==> config.mk <==
export PLATFORM = sky130hd
export DESIGN_NAME = char_aligner
export DESIGN_NICKNAME = d
export VERILOG_FILES = /design/src/rtl/char_align_pkg.sv /design/src/rtl/ca_window.sv /design/src/rtl/ca_scan.sv /design/src/rtl/ca_pick.sv /design/src/rtl/char_aligner.sv
export SDC_FILE = /design/constraint.sdc
export NUM_CORES = 1
export LEC_CHECK = 0
export BUFFER_PORTS_ARGS = -buffer_cell sky130_fd_sc_hd__buf_2
export CELL_PAD_IN_SITES_DETAIL_PLACEMENT = 2
export CELL_PAD_IN_SITES_GLOBAL_PLACEMENT = 2
export CORE_ASPECT_RATIO = 1.25
export CORE_MARGIN = 1
export CORE_UTILIZATION = 38
export CTS_CLUSTER_DIAMETER = 40
export DETAILED_ROUTE_END_ITERATION = 16
export GPL_ROUTABILITY_DRIVEN = 0
export PLACE_DENSITY_LB_ADDON = 0.1
export SYNTH_ARGS = -nofsm -noshare
export SYNTH_HDL_FRONTEND = slang
export SYNTH_SLANG_ARGS = --single-unit
==> constraint.sdc <==
create_clock -name clk -period 9.2 [get_ports clk]
set_clock_uncertainty 0.15 [all_clocks]
set_input_delay 1.84 -clock clk [delete_from_list [all_inputs] [get_ports clk]]
set_output_delay 1.84 -clock clk [all_outputs]
set_load 0.03 [all_outputs]
==> src/rtl/char_align_pkg.sv <==
package char_align_pkg;
  localparam int CHAR_W = 10;
  localparam int PFX_W  = 8;
  localparam logic [PFX_W-1:0]  COMMA_POS = 8'b00111110;
  localparam logic [PFX_W-1:0]  COMMA_NEG = 8'b11000001;
  localparam logic [CHAR_W-1:0] K285_POS  = 10'b0011111010;
  localparam logic [CHAR_W-1:0] K285_NEG  = 10'b1100000101;
  typedef enum logic {SEL_COMMA = 1'b0, SEL_K285 = 1'b1} frame_sel_e;
endpackage

==> src/rtl/ca_window.sv <==
module ca_window #(
  parameter int CHAR_W = 10
) (
  input  logic                  clk,
  input  logic                  rst,
  input  logic [CHAR_W-1:0]     word_i,
  output logic [2*CHAR_W-1:0]   win_o
);
  logic [CHAR_W-1:0] prev_q;

  always_ff @(posedge clk) begin
    if (rst) prev_q <= '0;
    else     prev_q <= word_i;
  end

  // older word in the upper half: bit 2W-1 is the oldest bit
  assign win_o = {prev_q, word_i};
endmodule

==> src/rtl/ca_scan.sv <==
module ca_scan
  import char_align_pkg::*;
#(
  parameter int CHAR_W = 10,
  parameter int N_OFF  = CHAR_W
) (
  input  logic [2*CHAR_W-1:0] win_i,
  input  logic                full_k_i,
  output logic [N_OFF-1:0]    hit_o
);
  for (genvar g = 0; g < N_OFF; g++) begin : g_off
    logic [CHAR_W-1:0] cand;
    logic              pfx_hit;
    logic              full_hit;
    assign cand     = win_i[2*CHAR_W-1-g -: CHAR_W];
    assign pfx_hit  = (cand[CHAR_W-1 -: PFX_W] == COMMA_POS) ||
                      (cand[CHAR_W-1 -: PFX_W] == COMMA_NEG);
    assign full_hit = (cand == K285_POS) || (cand == K285_NEG);
    assign hit_o[g] = full_k_i ? full_hit : pfx_hit;
  end
endmodule

==> src/rtl/ca_pick.sv <==
module ca_pick #(
  parameter int N_OFF = 10,
  parameter int OFF_W = $clog2(N_OFF)
) (
  input  logic [N_OFF-1:0] hit_i,
  output logic             any_o,
  output logic [OFF_W-1:0] idx_o
);
  always_comb begin
    idx_o = '0;
    for (int i = N_OFF - 1; i >= 0; i--) begin
      if (hit_i[i]) idx_o = OFF_W'(i);
    end
  end
  assign any_o = |hit_i;
endmodule

==> src/rtl/char_aligner.sv <==
module char_aligner
  import char_align_pkg::*;
#(
  parameter int CHAR_W = 10
) (
  input  logic                      clk,
  input  logic                      rst,
  input  logic [CHAR_W-1:0]         rx_word,
  input  logic                      sel_k285,
  input  logic                      fr_en,
  output logic [CHAR_W-1:0]         char_o,
  output logic                      char_vld,
  output logic                      realign,
  output logic [$clog2(CHAR_W)-1:0] offset_o,
  output logic                      comma_det
);
  localparam int OFF_W = $clog2(CHAR_W);
  localparam int WIN_W = 2 * CHAR_W;

  logic [WIN_W-1:0]  win;
  logic [CHAR_W-1:0] hit_vec;
  logic              hit_any;
  logic [OFF_W-1:0]  hit_idx;
  logic              take;
  logic [OFF_W-1:0]  nxt_off;
  logic [WIN_W-1:0]  shifted;
  frame_sel_e        sel_mode;

  assign sel_mode = sel_k285 ? SEL_K285 : SEL_COMMA;

  ca_window #(.CHAR_W(CHAR_W)) u_win (
    .clk(clk), .rst(rst), .word_i(rx_word), .win_o(win)
  );

  ca_scan #(.CHAR_W(CHAR_W), .N_OFF(CHAR_W)) u_scan (
    .win_i(win), .full_k_i(sel_mode == SEL_K285), .hit_o(hit_vec)
  );

  ca_pick #(.N_OFF(CHAR_W), .OFF_W(OFF_W)) u_pick (
    .hit_i(hit_vec), .any_o(hit_any), .idx_o(hit_idx)
  );

  assign take    = fr_en && hit_any;
  assign nxt_off = take ? hit_idx : offset_o;
  assign shifted = win << nxt_off;

  always_ff @(posedge clk) begin
    if (rst) begin
      offset_o  <= '0;
      char_vld  <= 1'b0;
      realign   <= 1'b0;
      char_o    <= '0;
      comma_det <= 1'b0;
    end else begin
      offset_o  <= nxt_off;
      char_vld  <= char_vld | take;
      realign   <= take && (!char_vld || (hit_idx != offset_o));
      char_o    <= shifted[WIN_W-1 -: CHAR_W];
      comma_det <= hit_any;
    end
  end
endmodule

# Yosys cells after proc, flatten, opt, wreduce, memory -nomap -nowiden
# Cells that the tools add are included.
[totals] elab_cells=96 in_bits=14 output_inout_bits=17 ff_bits=27
[classes] mux=22 bitwise=1 eq_ne=41 n_reduce_logical=25 n_shift=1
[op_table] operator="$eq A10 B10 Y1 const B" count=10
[op_table] operator="$eq A10 B8 Y1 const B" count=10
[op_table] operator="$eq A8 B6 Y1 const B" count=10
[op_table] operator="$eq A8 B8 Y1 const B" count=10
[op_table] operator="$mux W4" count=11
[op_table] operator="$logic_or A1 B1 Y1" count=21
[op_table] operator="$shl A20 B4 Y20" count=1
[op_table] operator="$mux W1" count=11
[op_table] operator="$reduce_or A10 Y1" count=1
[op_table] operator="$ne A4 B4 Y1" count=1
[op_table] operator="$logic_and A1 B1 Y1" count=2
[op_table] operator="$logic_not A1 Y1" count=1
[op_table] operator="$or A1 B1 Y1" count=1

# Longest topological paths before layout
# Gate-level depths: netlist of run 1.
[depth] word_depth=16 depth_mapped=13 ltp_nobuf=10

# By module
# Synthesis of run 1 repeated with hierarchy kept, for this count alone.
[hier_totals] hier_cells=273 hier_area_um2=2273.4
[by_module_without_submodules] module="char_aligner" cells_per_inst=125 seq_area_each_um2=340.3 instances=1 area_per_inst_um2=1212.4
[by_module_without_submodules] module="ca_scan" cells_per_inst=100 seq_area_each_um2=0.0 instances=1 area_per_inst_um2=621.8
[by_module_without_submodules] module="ca_window" cells_per_inst=30 seq_area_each_um2=200.2 instances=1 area_per_inst_um2=337.8
[by_module_without_submodules] module="ca_pick" cells_per_inst=18 seq_area_each_um2=0.0 instances=1 area_per_inst_um2=101.3

# Worst setup path after synthesis of run 1
# Ideal clock, no wire load.
[synth_path] path_kind="input port to flip-flop" from="input rx_word[7]" to="register char_o[6]" setup_slack_ns=4.714 n_path_buf=3 arrival_ns=4.212 required_time_ns=8.927 cell_stages=13 path_cell_list="buf_2 or4_4 nor3_2 a22oi_1 nand2_1 nor4_4 a221oi_2 buf_6 buf_6 mux2i_1 o22ai_1 a32oi_1 nand3_1"
[synth_between] elab_chain_len=15 elab_cells_between_ends=57
[synth_lines] element="from (decl)" line_no="char_aligner.sv:8" rtl="input logic [CHAR_W-1:0] rx_word,"
[synth_lines] element="$eq A10 B8 Y1, or another cell as far along" line_no="ca_scan.sv:18" rtl="assign full_hit = (cand == K285_POS) || (cand == K285_NEG);"
[synth_lines] element="$logic_or A1 B1 Y1 (on tied branches)" line_no="ca_scan.sv:18, ca_scan.sv:16"
[synth_lines] element="$mux W1" line_no="ca_scan.sv:19" rtl="assign hit_o[g] = full_k_i ? full_hit : pfx_hit;"
[synth_lines] element="$mux W4 (10 in series)" line_no="ca_pick.sv:12" rtl="if (hit_i[i]) idx_o = OFF_W'(i);"
[synth_lines] element="$mux W4" line_no="char_aligner.sv:44" rtl="assign nxt_off = take ? hit_idx : offset_o;"
[synth_lines] element="$shl A20 B4 Y20 (*)" line_no="char_aligner.sv:45" rtl="assign shifted = win << nxt_off;"
[synth_lines] element="to (signal assigned)" line_no="char_aligner.sv:58" rtl="char_o <= shifted[WIN_W-1 -: CHAR_W];"
[synth_lines] element="to (decl)" line_no="char_aligner.sv:11" rtl="output logic [CHAR_W-1:0] char_o,"
# Every way passes the cells marked *; elsewhere a longest branch is shown, timed or not.
# A chain may end at the register's enable or synchronous reset.

# Worst setup path after layout of run 1
[layout_path] from="input rx_word[9]" to="register char_o[9]"
# The elaborated chain is that of the path after synthesis.

==> reports/qor.csv, run 1 <==
stage;metric;value;unit
status;outcome;complete, no violations;
layout;Fill cells;750;
route;Starting DRT DRC Count;146;
sta;Max-slew headroom;0.406;
global_routing;initial antenna violation count;0;
yosys;Mapped Cells;307;
pwr;VDD IR-drop max;0.0684;mV
route;drt drc;0;
global_routing;largest net degree at the start of global routing;36;
clock_network;Hold Buf Count CTS;0;
sta;Setup violations, final;0;
yosys;syn_area_per_cell;8.11;sq um
layout;Non-Filler Instances;401;
yosys;Unique masters post-synth;65;
global_routing;Tot GR Track Use;0.277;
clock_network;clock latency on the worst-skew pair;0.28;ns
route;post-route ant nets;0;
critical_path;kind of critical path;in2reg;
sta;FMAX;192;MHz
route;routed length per instance;23.0;um
floorplanning;core region area;6250;sq um
layout;most frequent cells in the layout;mux2i_1 (36), buf_2 (30), nor2_1 (29), dfxtp_1 (27), nand2_1 (19);
clock_network;root buf cell;clkbuf_8;
layout;Ant. Diodes;0;
global_routing;grt total ovfl;0;
pwr;Net Switching;0.104;mW
critical_path;type of origin of the critical path;input port;
route;drt via density;6.24;
clock_network;Post-CTS Setup Repair Bufs;0;
sta;setup_tns;0;ns
pwr;cell internal pwr;0.181;mW
yosys;Cell Area, Synth;2490;sq um
yosys;ys flop type;dfxtp_1;
route;total wire length;9220;um
yosys;asr flop ratio synth;0;
floorplanning;num ports;31;
yosys;Synth area leaders;dfxtp_1 (22%), mux2i_1 (14%), nor2_1 (4.4%), nand2b_1 (3.5%), nand3_1 (3.2%);
sta;Final Critical Period;5.21;ns
sta;unrepaired setup endpoints after global routing;false;
yosys;number of synthesized flops with an enable pin;0;
clock_network;Post-CTS Resized;0;
layout;commonest non-fill, non-tap cell in the layout;mux2i_1;
critical_path;CP required;9.21;ns
floorplanning;Die Y-Extent;92.5;um
yosys;dominant cell type by area after synthesis;dfxtp_1;
pwr;Leakage Power;1.21;nW
floorplanning;row cnt;32;
sta;worst-margin pin slew;0.889;ns
clock_network;Max Root-Sink Buffers;2;
route;DR vias;2504;
route;DR pass1 iterations;4;
pwr;clock network power share;0.260;
pwr;Reg power frac;0.461;
yosys;Syn. warnings;0;
sta;final period utilization;0.566;
global_routing;vias in the first global route;2543;
yosys;Synth top area share;0.217;
placed_design;dpl hpwl;6620;um
sta;Final Worst Setup Slack;3.99;ns
clock_network;Worst-path clk slew;0.11;ns
floorplanning;Initial Util;0.398;
layout;area delta synth->final;7.04;%
clock_network;TritonCTS sink count;27;
yosys;syn nets;321;
placed_design;dpl ws;3.75;ns
clock_network;H-tree Lvls;1;
yosys;flop and latch count out of synthesis;27;
pwr;combinational fraction of design power;0.278;
worst_hold_path;Hold Path Class;reg2reg;
layout;share of cells above drive strength 1;0.190;
clock_network;CTS tree;yes;
layout;NumNets Final;331;
placed_design;IO buf count;30;
sta;final hold vios;0;
sta;Slew Limit Fails;0;
job;max_cap viols;0;
pwr;Cell Pwr Density;107;nW/um^2
critical_path;critical path fanouts, max;16;
floorplanning;DIE WIDTH;74.4;um
placed_design;placed insts;397;
critical_path;crit end category;register;
critical_path;crit path DAT;5.22;ns
floorplanning;die area;6880;sq um
yosys;Seq/Total Area, Yosys;0.217;
clock_network;Num CTS Buffers;3;
pwr;Sw Share;0.366;
global_routing;wire length of the first global-routing pass;14400;um
## power by group through the flow
stage / clock (mW) / combinational, mW / sequential (mW)
floorplan: 0 / 0.0530 / 0.136
global placement: 0 / 0.0767 / 0.134
CTS: 0.0734 / 0.0791 / 0.132
detailed placement: 0 / 0.0785 / 0.134
finish: 0.0743 / 0.0795 / 0.132
global route: 0.0793 / 0.0847 / 0.132
## cells by family after synthesis
family,count (synthesis),synth area share
DFF,27,0.217
muxes,41,0.176
and+or+nand+nor,131,0.306
AOI/OAI and AO/OA,68,0.213
buffers and inverters,38,0.0799
xor gates and xnor gates,2,0.00704
## per-stage QoR
step | hold slack (ns) | total power, mW | util | cell area [sq um]
final | 0.376 | 0.285 | 0.426 | 2660
after global routing | 0.413 | 0.296 | 0.426 | 2660
after CTS | 0.388 | 0.284 | 0.426 | 2660
after detailed placement | 0.363 | 0.213 | 0.419 | 2620
after floorplan | 0.463 | 0.189 | - | 2490
after global placement | 0.338 | 0.211 | 0.419 | 2620
## cells in the mapped netlist (2+ instances only)
master / instances
a2111oi_2: 3
a211oi_1: 2
a21oi_1: 6
a22oi_1: 4
a31oi_1: 2
a32oi_1: 3
a41oi_1: 2
a41oi_2: 2
and2_1: 3
and3_1: 2
and4b_1: 2
buf_1: 2
buf_2: 12
buf_4: 3
buf_6: 4
clkbuf_1: 7
dfxtp_1: 27
inv_1: 10
mux2_2: 3
mux2i_1: 36
mux4_2: 2
nand2_1: 19
nand2b_1: 14
nand3_1: 16
nand3b_1: 4
nand4_1: 6
nand4b_1: 2
nor2_1: 29
nor2b_1: 8
nor3_1: 5
nor3_2: 2
nor3b_1: 2
nor4b_1: 2
o2111ai_1: 3
o211ai_1: 2
o21ai_0: 13
o21ai_1: 4
o221ai_1: 2
o22ai_1: 8
or2_2: 2
or3_1: 3
## worst paths after layout
kind / startpoint / to / slack [ns] / depth (start not counted)
min: char_vld / char_vld / 0.38 / 2
max: rx_word[9] / char_o[9] / 3.99 / 10
max reg2reg: u_win.prev_q[0] / char_o[9] / 5.17 / 9
min reg2reg: char_vld / char_vld / 0.38 / 2
## metal layers
metal	vias to the layer above	routed length [um]	track usage
li1	1161	-	-
met1	1278	4130	0.361
met2	53	4690	0.480
met4	0	168	0.0755
met3	12	222	0.0229
met5	-	0	0
## sequential cells by signal (all words and copies together), names as in the netlist
signal	count
realign	1
u_win.prev_q	10
offset_o	4
char_vld	1
comma_det	1
char_o	10
## final cells by class
| type | instances | area, sq um | area share |
|---|---|---|---|
| sequential | 27 | 541 | 0.203 |
| timing repair buffer | 33 | 173 | 0.0648 |
| multi-input combinational | 242 | 1760 | 0.661 |
| inverter | 10 | 37.5 | 0.0141 |
| tap | 85 | 106 | 0.0399 |
| clock inverter | 1 | 5.00 | 0.00188 |
| clock buffer | 3 | 41.3 | 0.0155 |
## worst max-delay path, cell delays in order
cell      delay, ns
buf_2          0.26
nand2b_1       0.23
a211oi_1       0.12
o21ai_0        0.39
nand4_1        0.32
o21ai_0        0.36
a32o_1         0.74
mux4_2         0.62
mux2i_1        0.19
o221ai_1       0.13
No activity file was read; power rests on OpenSTA's default activity.
==> run 2: changes to the inputs <==
--- a/config.mk
+++ b/config.mk
@@ -5,12 +5,13 @@
 export SDC_FILE = /design/constraint.sdc
 export NUM_CORES = 1
 export LEC_CHECK = 0
+export ABC_AREA = 1
 export BUFFER_PORTS_ARGS = -buffer_cell sky130_fd_sc_hd__buf_2
 export CELL_PAD_IN_SITES_DETAIL_PLACEMENT = 2
 export CELL_PAD_IN_SITES_GLOBAL_PLACEMENT = 2
 export CORE_ASPECT_RATIO = 1.25
 export CORE_MARGIN = 1
-export CORE_UTILIZATION = 38
+export CORE_UTILIZATION = 30
 export CTS_CLUSTER_DIAMETER = 40
 export DETAILED_ROUTE_END_ITERATION = 16
 export GPL_ROUTABILITY_DRIVEN = 0
==> constraint.sdc (replaced) <==
create_clock -name clk -period 5.2 [get_ports clk]
set_clock_uncertainty 0.15 [all_clocks]
set_input_delay 1.04 -clock clk [delete_from_list [all_inputs] [get_ports clk]]
set_output_delay 1.04 -clock clk [all_outputs]
set_load 0.03 [all_outputs]
==> reports/qor.csv, run 2 <==
stage;metric;value;unit;change
status;outcome;complete, no violations;;
pwr;Cell Pwr Density;233;nW/um^2;+120%
layout;Ant. Diodes;0;;unchanged
floorplanning;core region area;7840;sq um;+25%
sta;Setup violations, final;0;;unchanged
critical_path;crit end category;register;;
yosys;Synth top area share;0.222;;+0.00457
yosys;count leader, synth;nand2_1;;
sta;Hold Slack;0.364;ns;-0.0127 ns
worst_hold_path;hold path depth;2;;unchanged
yosys;syn_area_per_cell;5.83;sq um;-28%
layout;NumNets Final;452;;+37%
critical_path;Reg2Reg Depth;15;;+6
route;DR vias;2847;;+14%
pwr;clock network power share;0.221;;-0.039
yosys;Synth Area in Simple Gates;0.581;;+0.275
layout;commonest non-fill, non-tap cell in the layout;nand2_1;;
critical_path;CP required;5.24;ns;-3.97 ns
clock_network;Hold Buf Count CTS;0;;unchanged
yosys;Unique masters post-synth;33;;-49%
sta;final hold vios;0;;unchanged
global_routing;initial antenna violation count;0;;unchanged
floorplanning;Die Y-Extent;103;um;+11%
critical_path;highest-delay cell along the critical path;o21ai_2;;
layout;Util after Layout;0.337;;-0.0890
clock_network;Num CTS Buffers;3;;unchanged
clock_network;Post-CTS Setup Repair Bufs;0;;unchanged
pwr;Leakage Power;1.29;nW;+6.0%
critical_path;r2r endpoint;char_o[2];;
critical_path;critical path launch point;rx_word[5];;
worst_hold_path;Hold Crit Start;char_vld;;
critical_path;type of origin of the critical path;input port;;
route;DR pass1 iterations;4;;unchanged
sta;Slew Limit Fails;0;;unchanged
placed_design;dpl hpwl;8090;um;+22%
pwr;Net Switching;0.270;mW;+160%
floorplanning;die area;8490;sq um;+23%
yosys;Synth Area in Adders;0;;unchanged
critical_path;crit-path max cell delay;0.57;ns;-0.17 ns
layout;top flop regs;char_o x10, u_win.prev_q x10, offset_o x4;;
sta;Final Worst Setup Slack;1.39;ns;-2.60 ns
yosys;multiplexer share of the synthesized area;0;;-0.176
yosys;number of synthesized flops with an enable pin;0;;unchanged
layout;share of cells above drive strength 1;0.162;;-0.0274
clock_network;root buf cell;clkbuf_8;;
worst_hold_path;Hold Path Class;reg2reg;;
critical_path;crit-path cells;buf_2 > inv_2 > nor2_2 > nand4_1 > o21ai_0 > nor2_2 > nand2_4 > nand2_8 > o21ai_2 > buf_4 > nand3_1 > nand3_1 > o31ai_1 > nand2_1 > nand2_1;;
clock_network;Max Root-Sink Buffers;2;;unchanged
yosys;xor and xnor area share after synthesis;0.0108;;+0.00374
pwr;Reg power frac;0.387;;-0.074
yosys;largest family of logic cells by synthesized area;simple AND/OR/NAND/NOR gates;;
route;drt drc;0;;unchanged
global_routing;vias in the first global route;2968;;+17%
clock_network;Worst-path clk slew;0.11;ns;about the same
sta;Final Critical Period;3.81;ns;
route;routed length per instance;18.8;um;-18%
yosys;Seq/Total Area, Yosys;0.222;;+0.00457
route;Starting DRT DRC Count;73;;-50%
clock_network;H-tree Lvls;1;;unchanged
yosys;Cell Area, Synth;2440;sq um;-2.1%
critical_path;critical path fanouts, max;15;;-1
placed_design;IO buf count;30;;unchanged
sta;unrepaired setup endpoints after global routing;false;;
yosys;Mapped Cells;418;;+36%
pwr;Tot Pwr;0.618;mW;+120%
yosys;Synth area leaders;dfxtp_1 (22%), nand3_1 (20%), nand2_1 (18%), nor2_1 (8.5%), inv_1 (4.5%);;
global_routing;grt total ovfl;0;;unchanged
yosys;syn nets;432;;+35%
sta;FMAX;263;MHz;
yosys;Syn. warnings;0;;unchanged
critical_path;kind of critical path;in2reg;;
floorplanning;DIE WIDTH;82.6;um;+11%
global_routing;wire length of the first global-routing pass;16000;um;+11%
yosys;compound-gate portion of the synthesized area;0.0749;;-0.138
yosys;synth cell count leaders;nand2_1 (115), nand3_1 (98), nor2_1 (55), inv_1 (29), dfxtp_1 (27);;
clock_network;clock latency on the worst-skew pair;0.29;ns;about the same
route;post-route ant nets;0;;unchanged
floorplanning;row cnt;36;;+13%
critical_path;internal reg-to-reg setup slack;1.72;ns;-3.45 ns
pwr;VDD IR-drop max;0.0992;mV;+45%
yosys;ys flop type;dfxtp_1;;
floorplanning;Initial Util;0.311;;-0.0875
pwr;Sw Share;0.437;;+0.0714
clock_network;CTS tree;yes;;
sta;setup_tns;0;ns;unchanged
layout;Fill cells;1061;;+41%
sta;Max-slew headroom;0.527;;+0.121
clock_network;Post-CTS Resized;0;;unchanged
route;drt via density;5.35;;-14%
layout;most frequent cells in the layout;nand2_1 (115), nand3_1 (98), nor2_1 (55), buf_2 (30), inv_1 (29);;
floorplanning;num ports;31;;unchanged
critical_path;crit path DAT;3.85;ns;-1.37 ns
worst_hold_path;hold endpoint;char_vld;;
placed_design;dpl ws;1.09;ns;-2.66 ns
sta;final period utilization;0.732;;
job;max_cap viols;0;;unchanged
yosys;flop and latch count out of synthesis;27;;unchanged
global_routing;largest net degree at the start of global routing;24;;-33%
clock_network;TritonCTS sink count;27;;unchanged
yosys;dominant cell type by area after synthesis;dfxtp_1;;
sta;worst-margin pin slew;0.709;ns;-0.180 ns
global_routing;Tot GR Track Use;0.256;;-0.0214
critical_path;worst r2r src;u_win.prev_q[0];;
yosys;asr flop ratio synth;0;;unchanged
layout;area delta synth->final;8.52;%;
route;total wire length;9980;um;+8.3%
pwr;cell internal pwr;0.348;mW;+92%
pwr;combinational fraction of design power;0.392;;+0.114
-- run 2: cell types whose count changed after synthesis, moves of 11 or more --
cell,change
mux2i_1,-36
nand3_1,+82
nand2b_1,-14
inv_1,+19
nand2_1,+96
inv_2,+11
nor2_1,+26
-- run 2: layout make-up --
| type | count | area [sq um] | share of cell area |
|---|---|---|---|
| inverter | 41 | 156 | 0.0591 |
| tap | 95 | 119 | 0.0449 |
| multi-input combinational | 334 | 1630 | 0.614 |
| clock buffer | 3 | 41.3 | 0.0156 |
| timing repair buffer | 31 | 158 | 0.0596 |
| sequential | 27 | 541 | 0.204 |
| clock inverter | 1 | 5.00 | 0.00189 |
-- run 2: cell families (layout without fill, tap and decap cells) --
logic type / Yosys count / after routing
AOI/OAI and AO/OA: 24 / 24
DFF: 27 / 27
xor gates and xnor gates: 3 / 3
buffers and inverters: 57 / 76
and+or+nand+nor: 307 / 307
-- run 2: how the worst max path moves through the flow --
stage | endpoint | slack, ns | cells after the start
after CTS | char_o[2] | 1.41 | 15
final | char_o[2] | 1.39 | 15
after detailed placement | char_o[2] | 1.09 | 15
after global routing | char_o[4] | 1.17 | 15
after floorplan | char_o[2] | 2.19 | 18
after global placement | char_o[4] | 1.19 | 15
-- run 2: layer usage --
| layer | vias to the layer above | wire (um) | GRT usage | share of wire |
|---|---|---|---|---|
| met3 | 18 | 133 | 0.0195 | 0.013 |
| met1 | 1383 | 4420 | 0.304 | 0.44 |
| met2 | 38 | 5090 | 0.469 | 0.51 |
| li1 | 1408 | - | - | - |
| met4 | 0 | 344 | 0.103 | 0.034 |
| met5 | - | 0 | 0 | 0 |
-- run 2: critical path, delay by kind of cell --
family	cells	cell delay [ns]
and+or+nand+nor	9	1.00
AOI/OAI and AO/OA	3	1.23
buffers and inverters	3	0.57
-- run 2: per-stage QoR --
stage	instance area [sq um]	cells
detailed placement	2600	528
global route	2650	532
finish	2650	532
CTS	2650	532
floorplan	2440	418
global placement	2600	528
-- run 2: power groups by stage --
stage	Combinational [mW]	Sequential, mW	Clock, mW
final	0.242	0.239	0.136
after global routing	0.269	0.243	0.147
after CTS	0.244	0.240	0.141
after detailed placement	0.243	0.244	0
after global placement	0.238	0.244	0
after floorplan	0.150	0.269	0
==> run 3: changes to the inputs <==
--- a/config.mk
+++ b/config.mk
@@ -5,13 +5,13 @@
 export SDC_FILE = /design/constraint.sdc
 export NUM_CORES = 1
 export LEC_CHECK = 0
-export ABC_AREA = 1
+export ABC_AREA = 0
 export BUFFER_PORTS_ARGS = -buffer_cell sky130_fd_sc_hd__buf_2
 export CELL_PAD_IN_SITES_DETAIL_PLACEMENT = 2
 export CELL_PAD_IN_SITES_GLOBAL_PLACEMENT = 2
 export CORE_ASPECT_RATIO = 1.25
 export CORE_MARGIN = 1
-export CORE_UTILIZATION = 30
+export CORE_UTILIZATION = 35
 export CTS_CLUSTER_DIAMETER = 40
 export DETAILED_ROUTE_END_ITERATION = 16
 export GPL_ROUTABILITY_DRIVEN = 0
==> constraint.sdc (replaced) <==
create_clock -name clk -period 4 [get_ports clk]
set_clock_uncertainty 0.15 [all_clocks]
set_input_delay 0.8 -clock clk [delete_from_list [all_inputs] [get_ports clk]]
set_output_delay 0.8 -clock clk [all_outputs]
set_load 0.03 [all_outputs]
==> reports/qor.csv, run 3 (synthesis gave the netlist of run 1 again) <==
stage;metric;value;unit;change
status;outcome;complete, no violations;;
clock_network;root buf cell;clkbuf_8;;
critical_path;internal reg-to-reg setup slack;0.35;ns;-1.37 ns
layout;share of cells above drive strength 1;0.234;;+0.0711
sta;final hold vios;0;;unchanged
layout;design area;2820;sq um;+6.5%
floorplanning;row cnt;34;;-5.6%
pwr;cell internal pwr;0.426;mW;+23%
clock_network;Worst-path clk slew;0.10;ns;about the same
route;met2 wire length;4980;um;-2.1%
layout;Ant. Diodes;0;;unchanged
layout;Non-Filler Instances;424;;-20%
worst_hold_path;Hold Path Class;reg2reg;;
sta;FMAX;270;MHz;
global_routing;largest net degree at the start of global routing;30;;+25%
clock_network;TritonCTS sink count;27;;unchanged
worst_hold_path;hold endpoint;char_vld;;
pwr;VDD IR-drop max;0.120;mV;+21%
global_routing;initial antenna violation count;0;;unchanged
route;metal3 WL;154;um;+16%
clock_network;CTS tree;yes;;
placed_design;placed insts;420;;-20%
critical_path;Reg2Reg Depth;11;;-4
critical_path;type of origin of the critical path;input port;;
route;routed length per instance;22.2;um;+18%
critical_path;CP Buf/Inv Count;3;;unchanged
route;highest routed layer;met4;;
clock_network;Post-CTS Setup Repair Bufs;0;;unchanged
route;drt drc;0;;unchanged
route;Starting DRT DRC Count;101;;+38%
placed_design;dpl hpwl;7190;um;-11%
global_routing;vias in the first global route;2684;;-9.6%
layout;most frequent cells in the layout;mux2i_1 (36), buf_2 (30), nor2_1 (29), dfxtp_1 (27), buf_4 (20);;
layout;top flop regs;char_o x10, u_win.prev_q x10, offset_o x4;;
pwr;Net Switching;0.234;mW;-13%
floorplanning;Die Y-Extent;96.3;um;-6.3%
clock_network;Post-CTS Resized;0;;unchanged
sta;Setup violations, final;0;;unchanged
critical_path;critical path fanouts, max;9;;-6
pwr;Leakage Power;1.31;nW;+1.7%
critical_path;crit-path cells;buf_2 > buf_4 > nand2b_1 > a21oi_1 > o21ai_1 > nand4_1 > buf_4 > o21ai_0 > a32o_1 > mux4_2 > mux2i_1 > o221ai_1;;
floorplanning;num ports;31;;unchanged
sta;worst-margin pin slew;0.546;ns;-0.163 ns
layout;NumNets Final;349;;-23%
placed_design;IO buf count;30;;unchanged
layout;Fill cells;835;;-21%
critical_path;kind of critical path;in2reg;;
route;DR pass1 iterations;4;;unchanged
clock_network;H-tree Lvls;1;;unchanged
critical_path;CP most frequent cell;buf_4;;
critical_path;crit path DAT;3.71;ns;-0.14 ns
pwr;combinational fraction of design power;0.297;;-0.095
route;met1 wire length;4080;um;-7.6%
critical_path;highest-delay cell along the critical path;mux4_2;;
pwr;Sw Share;0.354;;-0.0827
global_routing;wire length of the first global-routing pass;14700;um;-7.9%
critical_path;CP required;4.01;ns;-1.23 ns
route;post-route ant nets;0;;unchanged
layout;commonest non-fill, non-tap cell in the layout;mux2i_1;;
global_routing;grt total ovfl;0;;unchanged
placed_design;DP Area;2770;sq um;+6.6%
floorplanning;die area;7450;sq um;-12%
sta;unrepaired setup endpoints after global routing;false;;
sta;setup_tns;0;ns;unchanged
global_routing;Tot GR Track Use;0.259;;+0.00295
sta;final period utilization;0.925;;
worst_hold_path;hold path depth;2;;unchanged
floorplanning;core region area;6930;sq um;-12%
route;DR vias;2524;;-11%
route;drt via density;5.95;;+11%
sta;Final Critical Period;3.70;ns;
pwr;Cell Pwr Density;234;nW/um^2;+0.30%
critical_path;CP delay by family, top;compound AO/OA/AOI/OAI gates;;
pwr;clock network power share;0.248;;+0.027
clock_network;Num CTS Buffers;3;;unchanged
route;total wire length;9410;um;-5.7%
critical_path;r2r endpoint;char_o[4];;
layout;area delta synth->final;13.2;%;
floorplanning;Initial Util;0.359;;+0.0479
worst_hold_path;Hold Crit Start;char_vld;;
job;max_cap viols;0;;unchanged
floorplanning;DIE WIDTH;77.4;um;-6.3%
sta;Max-slew headroom;0.636;;+0.108
critical_path;crit end category;register;;
critical_path;worst r2r src;u_win.prev_q[0];;
clock_network;clock latency on the worst-skew pair;0.28;ns;about the same
clock_network;Max Root-Sink Buffers;2;;unchanged
clock_network;Hold Buf Count CTS;0;;unchanged
sta;Slew Limit Fails;0;;unchanged
pwr;Reg power frac;0.455;;+0.068
critical_path;crit-path max cell delay;0.52;ns;-0.05 ns
==> run 3: cell types whose count changed in the layout (fill, tap and decap cells not counted), moves of 11 or more <==
| cell | before | now |
|---|---|---|
| mux2i_1 | 0 | 36 |
| inv_2 | 11 | 0 |
| nand3_1 | 98 | 16 |
| nor2_1 | 55 | 29 |
| nand2b_1 | 0 | 14 |
| buf_4 | 1 | 20 |
| inv_1 | 29 | 10 |
| nand2_1 | 115 | 19 |
==> run 3: how the worst max path moves through the flow <==
stage	start	end	cells past startpoint
4_1_cts	rx_word[9]	char_o[9]	12
3_3_place_gp	rx_word[9]	char_o[4]	12
6_report	rx_word[9]	char_o[9]	12
2_1_floorplan	rx_word[7]	char_o[6]	13
3_5_place_dp	rx_word[9]	char_o[9]	12
5_1_grt	u_win.prev_q[0]	char_o[4]	11
==> run 3: worst register-to-register path: cells and delay by family, from the launching register on <==
kind,cells,cell delay (ns)
AOI/OAI and AO/OA,6,1.50
DFF,1,0.68
muxes,1,0.39
and+or+nand+nor,2,0.33
buffers and inverters,2,0.58
==> run 3: area by class of cell <==
| type | count | area, sq um | share of cell area |
|---|---|---|---|
| multi-input cells | 242 | 1760 | 0.625 |
| flip-flops and latches | 27 | 541 | 0.192 |
| repair buffers | 51 | 320 | 0.114 |
| well taps | 90 | 113 | 0.0400 |
| clock buffers | 3 | 41.3 | 0.0147 |
| inverters | 10 | 37.5 | 0.0133 |
| clock inverters | 1 | 5.00 | 0.00178 |
==> run 3: metrics by stage <==
| step | setup WS (ns) | utilization | hold slack, ns | power, mW |
|---|---|---|---|---|
| 2_1_floorplan | 0.554 | - | 0.463 | 0.435 |
| 3_3_place_gp | 0.0683 | 0.400 | 0.321 | 0.498 |
| 3_5_place_dp | 0.00639 | 0.400 | 0.333 | 0.502 |
| 4_1_cts | 0.303 | 0.406 | 0.362 | 0.670 |
| 5_1_grt | 0.124 | 0.406 | 0.422 | 0.692 |
| 6_report | 0.298 | 0.406 | 0.347 | 0.660 |
==> run 3: power groups by stage <==
stage / Sequential (mW) / Combinational (mW) / Clock, mW
CTS: 0.300 / 0.197 / 0.173
detailed placement: 0.306 / 0.196 / 0
global route: 0.302 / 0.211 / 0.179
global placement: 0.306 / 0.192 / 0
floorplan: 0.313 / 0.122 / 0
finish: 0.300 / 0.196 / 0.164
==> run 3: routing by layer <==
layer,up-vias,global-route usage
met5,-,0
met4,0,0.0802
met3,12,0.0171
met2,35,0.509
met1,1282,0.297
li1,1195,-
